### config.mk
export PLATFORM = sky130hd
export DESIGN_NAME = tdm_chbuf
export DESIGN_NICKNAME = d
export VERILOG_FILES = /design/src/rtl/tdm_chbuf_pkg.sv /design/src/rtl/tdm_frame_timer.sv /design/src/rtl/tdm_chan_lane.sv /design/src/rtl/tdm_irq_status.sv /design/src/rtl/tdm_chbuf.sv
export SDC_FILE = /design/constraint.sdc
export NUM_CORES = 1
export LEC_CHECK = 0
export ABC_AREA = 1
export BUFFER_PORTS_ARGS = -buffer_cell sky130_fd_sc_hd__buf_4
export CAP_MARGIN = 20
export CORE_AREA = 2 2 119 121
export CTS_BUF_LIST = sky130_fd_sc_hd__clkbuf_8
export DETAILED_ROUTE_END_ITERATION = 10
export DIE_AREA = 0 0 121 123
export PLACE_DENSITY = 0.76
export SLEW_MARGIN = 20
export SYNTH_ARGS = -nofsm -noshare
export SYNTH_HDL_FRONTEND = slang
export SYNTH_SLANG_ARGS = --single-unit
### constraint.sdc
create_clock -name clk -period 1.6 [get_ports clk]
set_clock_uncertainty 0.2 [all_clocks]
set_input_delay 0.16 -clock clk [delete_from_list [all_inputs] [get_ports clk]]
set_output_delay 0.16 -clock clk [all_outputs]
set_load 0.05 [all_outputs]
### src/rtl/tdm_chbuf_pkg.sv
package tdm_chbuf_pkg;

    // Control register bit positions (address NCH+2)
    localparam int CTRL_PEND_BIT = 0;  // read: period interrupt pending; write 1: acknowledge
    localparam int CTRL_MISS_BIT = 1;  // read: an edge arrived while still pending

    typedef enum logic [1:0] {
        KIND_LANE   = 2'd0,
        KIND_ENABLE = 2'd1,
        KIND_FLAGS  = 2'd2,
        KIND_CTRL   = 2'd3
    } reg_kind_e;

    function automatic reg_kind_e decode_kind(input int addr, input int nch);
        if (addr < nch)           return KIND_LANE;
        else if (addr == nch)     return KIND_ENABLE;
        else if (addr == nch + 1) return KIND_FLAGS;
        else                      return KIND_CTRL;
    endfunction

endpackage

### src/rtl/tdm_frame_timer.sv
module tdm_frame_timer #(
    parameter int SLOTS = 4,
    localparam int SW = (SLOTS > 1) ? $clog2(SLOTS) : 1
) (
    input  logic          clk,
    input  logic          rst_n,
    input  logic          frame_strobe,
    output logic [SW-1:0] slot,
    output logic          boundary
);

    typedef struct packed {
        logic [SW-1:0] slot;
    } timer_s;

    timer_s tm_d, tm_q;

    always_comb begin
        tm_d     = tm_q;
        boundary = frame_strobe && (tm_q.slot == SW'(SLOTS - 1));
        if (frame_strobe) begin
            if (boundary) tm_d.slot = '0;
            else          tm_d.slot = tm_q.slot + 1'b1;
        end
    end

    always_ff @(posedge clk) begin
        if (!rst_n) tm_q <= '0;
        else        tm_q <= tm_d;
    end

    assign slot = tm_q.slot;

endmodule

### src/rtl/tdm_chan_lane.sv
module tdm_chan_lane #(
    parameter int DW = 8
) (
    input  logic          clk,
    input  logic          rst_n,
    input  logic          boundary,
    input  logic          enable,
    input  logic          wr,
    input  logic [DW-1:0] wdata,
    input  logic          rd,
    input  logic          rx_valid,
    input  logic [DW-1:0] rx_data,
    output logic [DW-1:0] tx_line,
    output logic [DW-1:0] rx_reg,
    output logic          underrun_set,
    output logic          overrun_set
);

    typedef struct packed {
        logic [DW-1:0] tx_reg;
        logic [DW-1:0] tx_sh;
        logic [DW-1:0] rx_gath;
        logic [DW-1:0] rx_sh;
        logic [DW-1:0] rx_reg;
        logic          written;
        logic          fetched;
    } lane_s;

    lane_s ln_d, ln_q;

    always_comb begin
        ln_d = ln_q;
        // period edge: advance both pipelines and open a new service window
        if (boundary) begin
            ln_d.tx_sh   = ln_q.tx_reg;
            ln_d.rx_sh   = ln_q.rx_gath;
            ln_d.rx_reg  = ln_q.rx_sh;
            ln_d.written = 1'b0;
            ln_d.fetched = 1'b0;
        end
        // accesses in the edge cycle belong to the new window
        if (wr) begin
            ln_d.tx_reg  = wdata;
            ln_d.written = 1'b1;
        end
        if (rd)       ln_d.fetched = 1'b1;
        if (rx_valid) ln_d.rx_gath = rx_data;

        underrun_set = boundary && enable && !ln_q.written;
        overrun_set  = boundary && enable && !ln_q.fetched;
    end

    always_ff @(posedge clk) begin
        if (!rst_n) ln_q <= '0;
        else        ln_q <= ln_d;
    end

    assign tx_line = ln_q.tx_sh;
    assign rx_reg  = ln_q.rx_reg;

endmodule

### src/rtl/tdm_irq_status.sv
module tdm_irq_status #(
    parameter int NCH = 4
) (
    input  logic           clk,
    input  logic           rst_n,
    input  logic           boundary,
    input  logic [NCH-1:0] uf_set,
    input  logic [NCH-1:0] of_set,
    input  logic           flags_rd,
    input  logic           ctrl_rd,
    input  logic           ack,
    output logic [NCH-1:0] underrun,
    output logic [NCH-1:0] overrun,
    output logic           pending,
    output logic           missed,
    output logic           irq_status
);

    typedef struct packed {
        logic [NCH-1:0] uf;
        logic [NCH-1:0] of;
        logic           pend;
        logic           miss;
    } stat_s;

    stat_s st_d, st_q;

    always_comb begin
        st_d    = st_q;
        st_d.uf = (flags_rd ? '0 : st_q.uf) | uf_set;
        st_d.of = (flags_rd ? '0 : st_q.of) | of_set;

        if (ack)      st_d.pend = 1'b0;
        if (boundary) st_d.pend = 1'b1;

        if (ctrl_rd) st_d.miss = 1'b0;
        if (boundary && st_q.pend && !ack) st_d.miss = 1'b1;
    end

    always_ff @(posedge clk) begin
        if (!rst_n) st_q <= '0;
        else        st_q <= st_d;
    end

    assign underrun   = st_q.uf;
    assign overrun    = st_q.of;
    assign pending    = st_q.pend;
    assign missed     = st_q.miss;
    assign irq_status = (|st_q.uf) || (|st_q.of) || st_q.miss;

endmodule

### src/rtl/tdm_chbuf.sv
module tdm_chbuf
    import tdm_chbuf_pkg::*;
#(
    parameter int NCH   = 4,
    parameter int DW    = 8,
    parameter int SLOTS = 4,
    localparam int SW     = (SLOTS > 1) ? $clog2(SLOTS) : 1,
    localparam int ADDR_W = $clog2(NCH + 3),
    localparam int RW     = (2 * NCH > DW) ? 2 * NCH : DW
) (
    input  logic              clk,
    input  logic              rst_n,
    input  logic              frame_strobe,
    output logic [SW-1:0]     slot_idx,
    input  logic              cpu_wr,
    input  logic              cpu_rd,
    input  logic [ADDR_W-1:0] cpu_addr,
    input  logic [DW-1:0]     cpu_wdata,
    output logic [RW-1:0]     cpu_rdata,
    output logic [NCH*DW-1:0] line_tx_data,
    input  logic [NCH-1:0]    line_rx_valid,
    input  logic [NCH*DW-1:0] line_rx_data,
    output logic              irq_period,
    output logic              irq_status
);

    typedef struct packed {
        logic [NCH-1:0] enable;
        logic [RW-1:0]  rdata;
    } top_s;

    top_s r_d, r_q;

    logic           boundary;
    logic [NCH-1:0] lane_wr, lane_rd;
    logic [NCH-1:0] uf_set, of_set;
    logic [NCH-1:0] underrun, overrun, enable_vec;
    logic           pending, missed;
    logic           flags_rd, ctrl_rd, ack;
    logic [DW-1:0]  rx_regs [NCH];
    reg_kind_e      kind;

    tdm_frame_timer #(.SLOTS(SLOTS)) u_timer (
        .clk          (clk),
        .rst_n        (rst_n),
        .frame_strobe (frame_strobe),
        .slot         (slot_idx),
        .boundary     (boundary)
    );

    // address decode
    always_comb begin
        kind     = decode_kind(int'(cpu_addr), NCH);
        flags_rd = cpu_rd && (kind == KIND_FLAGS);
        ctrl_rd  = cpu_rd && (kind == KIND_CTRL);
        ack      = cpu_wr && (kind == KIND_CTRL) && cpu_wdata[CTRL_PEND_BIT];
        for (int c = 0; c < NCH; c++) begin
            lane_wr[c] = cpu_wr && (int'(cpu_addr) == c);
            lane_rd[c] = cpu_rd && (int'(cpu_addr) == c);
        end
    end

    for (genvar c = 0; c < NCH; c++) begin : g_lane
        tdm_chan_lane #(.DW(DW)) u_lane (
            .clk          (clk),
            .rst_n        (rst_n),
            .boundary     (boundary),
            .enable       (r_q.enable[c]),
            .wr           (lane_wr[c]),
            .wdata        (cpu_wdata),
            .rd           (lane_rd[c]),
            .rx_valid     (line_rx_valid[c]),
            .rx_data      (line_rx_data[c*DW +: DW]),
            .tx_line      (line_tx_data[c*DW +: DW]),
            .rx_reg       (rx_regs[c]),
            .underrun_set (uf_set[c]),
            .overrun_set  (of_set[c])
        );
    end

    tdm_irq_status #(.NCH(NCH)) u_status (
        .clk        (clk),
        .rst_n      (rst_n),
        .boundary   (boundary),
        .uf_set     (uf_set),
        .of_set     (of_set),
        .flags_rd   (flags_rd),
        .ctrl_rd    (ctrl_rd),
        .ack        (ack),
        .underrun   (underrun),
        .overrun    (overrun),
        .pending    (pending),
        .missed     (missed),
        .irq_status (irq_status)
    );

    // register file and read path
    always_comb begin
        r_d = r_q;
        if (cpu_wr && kind == KIND_ENABLE) r_d.enable = cpu_wdata[NCH-1:0];
        if (cpu_rd) begin
            r_d.rdata = '0;
            unique case (kind)
                KIND_LANE: begin
                    for (int c = 0; c < NCH; c++)
                        if (int'(cpu_addr) == c) r_d.rdata[DW-1:0] = rx_regs[c];
                end
                KIND_ENABLE: r_d.rdata[NCH-1:0] = r_q.enable;
                KIND_FLAGS:  r_d.rdata[2*NCH-1:0] = {overrun, underrun};
                KIND_CTRL: begin
                    r_d.rdata[CTRL_PEND_BIT] = pending;
                    r_d.rdata[CTRL_MISS_BIT] = missed;
                end
                default: r_d.rdata = '0;
            endcase
        end
    end

    always_ff @(posedge clk) begin
        if (!rst_n) r_q <= '0;
        else        r_q <= r_d;
    end

    assign enable_vec = r_q.enable;
    assign cpu_rdata  = r_q.rdata;
    assign irq_period = pending;

endmodule

# Yosys cells after proc, flatten, opt, wreduce, memory -nomap -nowiden
# Cells that the tools add are included.
[word_totals]
ff_bits = 192
inputBits = 52
out_inout_bits = 44
wordCells = 130
[classes]
n_lt_le_gt_ge = 1
addsub = 1
reduce_logical = 53
eq_ne = 9
n_bitwise = 2
mux = 29
[ops]
columns = ["operator", "n"]
rows = [
  ["two-way mux 8 bit", 4],
  ["logical AND 1 bit", 28],
  ["nonzero test 2 bit", 10],
  ["two-way mux 2 bit", 7],
  ["two-way mux 1 bit", 13],
  ["== test 3 bit, second input constant", 4],
  ["zero test 1 bit", 9],
  ["two-way mux 4 bit", 2],
  ["OR 4 bit", 2],
  ["one-hot mux 2 bit (4 select lines)", 1],
  ["one-hot mux 4 bit (2 select lines)", 1],
  ["OR reduction 4 bit", 2],
  ["== test 2 bit, second input constant", 3],
  ["one-hot mux 2 bit (3 select lines)", 1],
  ["== test 3 x 2 -> 1 bit, second input constant", 1],
  ["zero test 3 bit", 1],
  ["< comparator 3 bit, second input constant", 1],
  ["adder 2 x 1 -> 2 bit, second input constant", 1],
  ["== test 2 x 1 -> 1 bit, second input constant", 1],
  ["zero test 2 bit", 1],
  ["logical OR 1 bit", 2],
]

# Logic depth before layout (Yosys ltp)
[logic_depth]
ltp_word = 10
depth_mapped = 10
mapped_depth_nobuf = 9

# By module
# A second synthesis with hierarchy kept.
[hier_totals]
cells_unflattened = 1017
area_unflattened_um2 = 7669.9
[by_module_without_submodules]
columns = ["module", "instances", "cells_each", "seq_area_each_um2", "area_each_um2"]
rows = [
  ["tdm_chan_lane", 4, 198, 840.8, 1555.2],
  ["tdm_chbuf", 1, 168, 240.2, 1007.2],
  ["tdm_irq_status", 1, 42, 200.2, 337.8],
  ["tdm_frame_timer", 1, 15, 40.0, 103.8],
]

# Worst setup path before layout
# OpenSTA, ideal clock, no wires.
[synth_timing]
path_type = "flip-flop to flip-flop"
from = "register u_timer.tm_q, in the netlist u_timer.slot[0]"
to = "register g_lane[0].u_lane.ln_q[17] in the netlist's numbering"
period_less_slack_ns = 1.810
n_path_buf = 2
arrival_ns = 1.546
required_time_ns = 1.336
setup_time_ns = 0.064
slack_ns = -0.210
path_stages_with_launch = 8
path_cell_list = "dfxtp_1 -> ha_1 -> nand2_2 -> clkinv_1 -> buf_2 -> buf_2 -> nor2_1 -> nor2_1"
[synth_between]
elab_chain_cells = 2
[synth_lines]
columns = ["element", "line_no", "rtl"]
rows = [
  ["from (decl)", "tdm_frame_timer.sv:16", "timer_s tm_d, tm_q;"],
  ["from (signal assigned)", "tdm_frame_timer.sv:29", "else tm_q <= tm_d;"],
  ["== test 2 bit", "tdm_frame_timer.sv:20", "boundary = frame_strobe && (tm_q.slot == SW'(SLOTS - 1));"],
  ["logical AND 1 bit", "tdm_frame_timer.sv:20", ""],
  ["to (signal assigned)", "tdm_chan_lane.sv:55", "else ln_q <= ln_d;"],
  ["to (decl)", "tdm_chan_lane.sv:29", "lane_s ln_d, ln_q;"],
]
# No other way between the ends.
# A chain may end at the register's enable or synchronous reset.

# Final worst setup path
[layout_timing]
from = "register u_status.st_q, in the netlist u_status.underrun[0]"
to = "output irq_status"
[layout_between]
elab_chain_cells = 3
[layout_lines]
columns = ["element", "line_no", "rtl"]
rows = [
  ["from (decl)", "tdm_irq_status.sv:26", "stat_s st_d, st_q;"],
  ["from (signal assigned)", "tdm_irq_status.sv:42", "else st_q <= st_d;"],
  ["OR reduction 4 bit", "tdm_irq_status.sv:49", "assign irq_status = (|st_q.uf) || (|st_q.of) || st_q.miss;"],
  ["logical OR 1 bit (2 in series)", "tdm_irq_status.sv:49", ""],
  ["to (decl)", "tdm_chbuf.sv:24", "output logic irq_status"],
]
# No other way between the ends.

==> out/metrics.csv <==
metric;value;unit
# port buffers;95;
I/O Pins;96;
kind of critical path;reg -> out;
clock edge transition at the registers on the reported setup and hold paths;0.10;ns
Post-Synthesis Cells;933;
Fmax achieved;0.5593;GHz
total length of routed wires;19.14;mm
Clock Tree Root;clkbuf_8;
# fillers;1024;
WL/cell;14.81;µm
setup TNS;-0.2119;ns
total power;9.421;mW
commonest non-fill, non-tap cell in the layout;dfxtp_1;
drt drc;0;
Rows;43;
Post-Synth Simple-Gate Area;19.15;%
combinational family with the most area after synthesis;simple AND/OR/NAND/NOR gates;
period utilization;111.7;%
CTS sink cnt;192;
post-synthesis sequential area ratio;52.24;%
detailed placer's ending HPWL;10.21;mm
# setup viols final;3;
synthesized flop and latch total;192;
htree depth;4;
post-synth cell types;31;
slew margin rel.;36.09;%
failing checks;setup timing;
worst setup margin;-0.1879;ns
core box area;0.01361;mm²
most frequent cells in the layout;dfxtp_1 (187), nor2_1 (186), o21ai_0 (161);
Max FO, Critical Path;2;
Layout area overhead;32.55;%
CP arrival;1.43;ns
main area contributors after synthesis;dfxtp_1 (52%), o21ai_0 (11%), nor2_1 (10%);
syn_area_per_cell;7.887;µm²
Tmin final;1.788;ns
drt first-iter violations;555;
unrepaired setup endpoints after global routing;yes;
Leak Pwr;3.994;nW
die width;121;µm
Routed Antenna Nets;0;
CP Capture Type;primary output;
number of max-cap violations;0;
clock buffer depth;2;
vias in the first global route;6425;
layout cells sized above 1;18.35;%
Slew @ Worst Pin;0.9586;ns
outcome;finished, violations left;
Vias/cell;5.238;
Clock Latency Late Sink;0.47;ns
largest net degree at the start of global routing;48;
Final Cell Area;0.009753;mm²
first-pass GRT wire length;29.86;mm
Max VDD drop;974.4;µV
yosys warns;0;
Slowest Stage Delay on Critical Path;0.35;ns
Synth Area in Compound Gates;18.59;%
endpoints failing hold;0;
Min Hold Slack;0.002787;ns
Synth area leader;dfxtp_1;
Power Density;965.9;mW/mm²
initial antenna violation count;1;
post-synthesis xor/xnor area fraction;0.1190;%
CTS Buf Count;17;
mapped cell area;0.007358;mm²
CTS tree;done;
Placed Area;0.008025;mm²
DP Worst Slack;0.03662;ns
full die area;0.01488;mm²
post-synthesis mux area share;0;%
die height;123;µm
critical path, cell by cell;nor4_4, nand3_1, buf_6;
DR vias;6773;
Initial Util;54.06;%
Final GP Congestion;0.8102;
Worst Path Required;1.24;ns
Synth Area in Adders;0.1700;%
GRT overflow;0;
NumNets Final;1153;
TritonRoute pass-1 iters;5;
top-area cell type share of the netlist area;52.24;%
GRT Total Usage;25.34;%
min-delay worst type;in -> reg;
Slowest-stage cell, CP;dfxtp_2;
max reg flops;104;
crit start category;register;
Max Slew Vio Count;0;
Mapped Nets;986;
layout make-up:
class                   instances  area (µm²)  area share, %
diodes                          1       2.502        0.02566
clock buffers                  17       234.0          2.399
clock inverters                14       162.7          1.668
inverters                      57       231.5          2.373
multi-input cells             600        2867          29.39
flip-flops and latches        192        3855          39.53
well taps                     180       225.2          2.309
repair buffers                232        2176          22.31
where the power goes:
| group | total, mW | internal (mW) | switching [mW] |
|---|---|---|---|
| sequential | 5.03 | 4.95 | 0.0822 |
| combinational | 1.15 | 0.518 | 0.635 |
| clock | 3.23 | 1.53 | 1.70 |
| total | 9.42 | 7.00 | 2.42 |
final timing paths:
check                                               start                          to  slack [ns]  cells after the start
worst max-delay path                 u_status.underrun[0]                  irq_status       -0.19                      3
worst min-delay path                               cpu_wr   g_lane[1].u_lane.ln_q[35]       0.003                      4
worst max register to register            u_timer.slot[0]  g_lane[3].u_lane.rx_reg[6]        0.05                      7
worst min register to register  g_lane[2].u_lane.ln_q[38]   g_lane[2].u_lane.ln_q[38]        0.26                      2
metrics by stage:
step	util, %	instances
6_report	71.65	1293
5_1_grt	71.65	1293
4_1_cts	70.38	1286
3_5_place_dp	58.96	1142
3_3_place_gp	58.96	1142
2_1_floorplan	-	933
synth_stat cells:
| cell | n |
|---|---|
| nor4_1 | 2 |
| nand3b_1 | 8 |
| clkbuf_8 | 1 |
| nor2_1 | 197 |
| nor2_2 | 3 |
| o211ai_1 | 1 |
| nor2_4 | 1 |
| xnor2_1 | 1 |
| dfxtp_1 | 192 |
| o21ai_0 | 163 |
| dlygate4sd1_1 | 1 |
| a21oi_2 | 4 |
| clkbuf_1 | 30 |
| a21oi_1 | 95 |
| buf_2 | 15 |
| nand2_1 | 73 |
| nand3_1 | 24 |
| o21ai_1 | 5 |
| inv_1 | 51 |
| o21ai_2 | 1 |
| buf_6 | 4 |
| inv_2 | 5 |
| nor3_1 | 2 |
| buf_4 | 33 |
| nor3b_1 | 1 |
| ha_1 | 1 |
| nor2_8 | 2 |
| nand2_4 | 3 |
| nand2_2 | 8 |
| clkinv_1 | 1 |
| or2_0 | 5 |
cells by family (layout without fill, tap and decap cells):
group                    after synthesis  after routing
AO/OA/AOI/OAI                        269            269
AND/OR/NAND/NOR                      329            329
buffers and inverters                141            320
flip-flops                           192            192
other                                  0              1
XOR/XNOR                               1              1
adder cells (fa/ha/maj)                1              1
layer usage:
| layer | track usage [%] | wire, µm |
|---|---|---|
| met1 | 29.89 | 8083 |
| met4 | 11.41 | 536 |
| met5 | 0 | 0 |
| met3 | 4.797 | 785 |
| met2 | 44.80 | 9737 |
critical path: cells and delay by family (launching register included):
kind | cells | cell delay, ns
buf+inv | 1 | 0.19
flops | 1 | 0.35
simple gates | 2 | 0.43
what timing repair did:
item                       in CTS  in global routing
hold endpoints to repair       99                  7
hold buffers                  112                  2
cloned                          0                  2
setup endpoints to repair       1                 90
pin swaps                       3                 11
buffers inserted                1                  8
gates resized for setup         6                 32
Note: power is estimated with default switching activity, not from simulation.
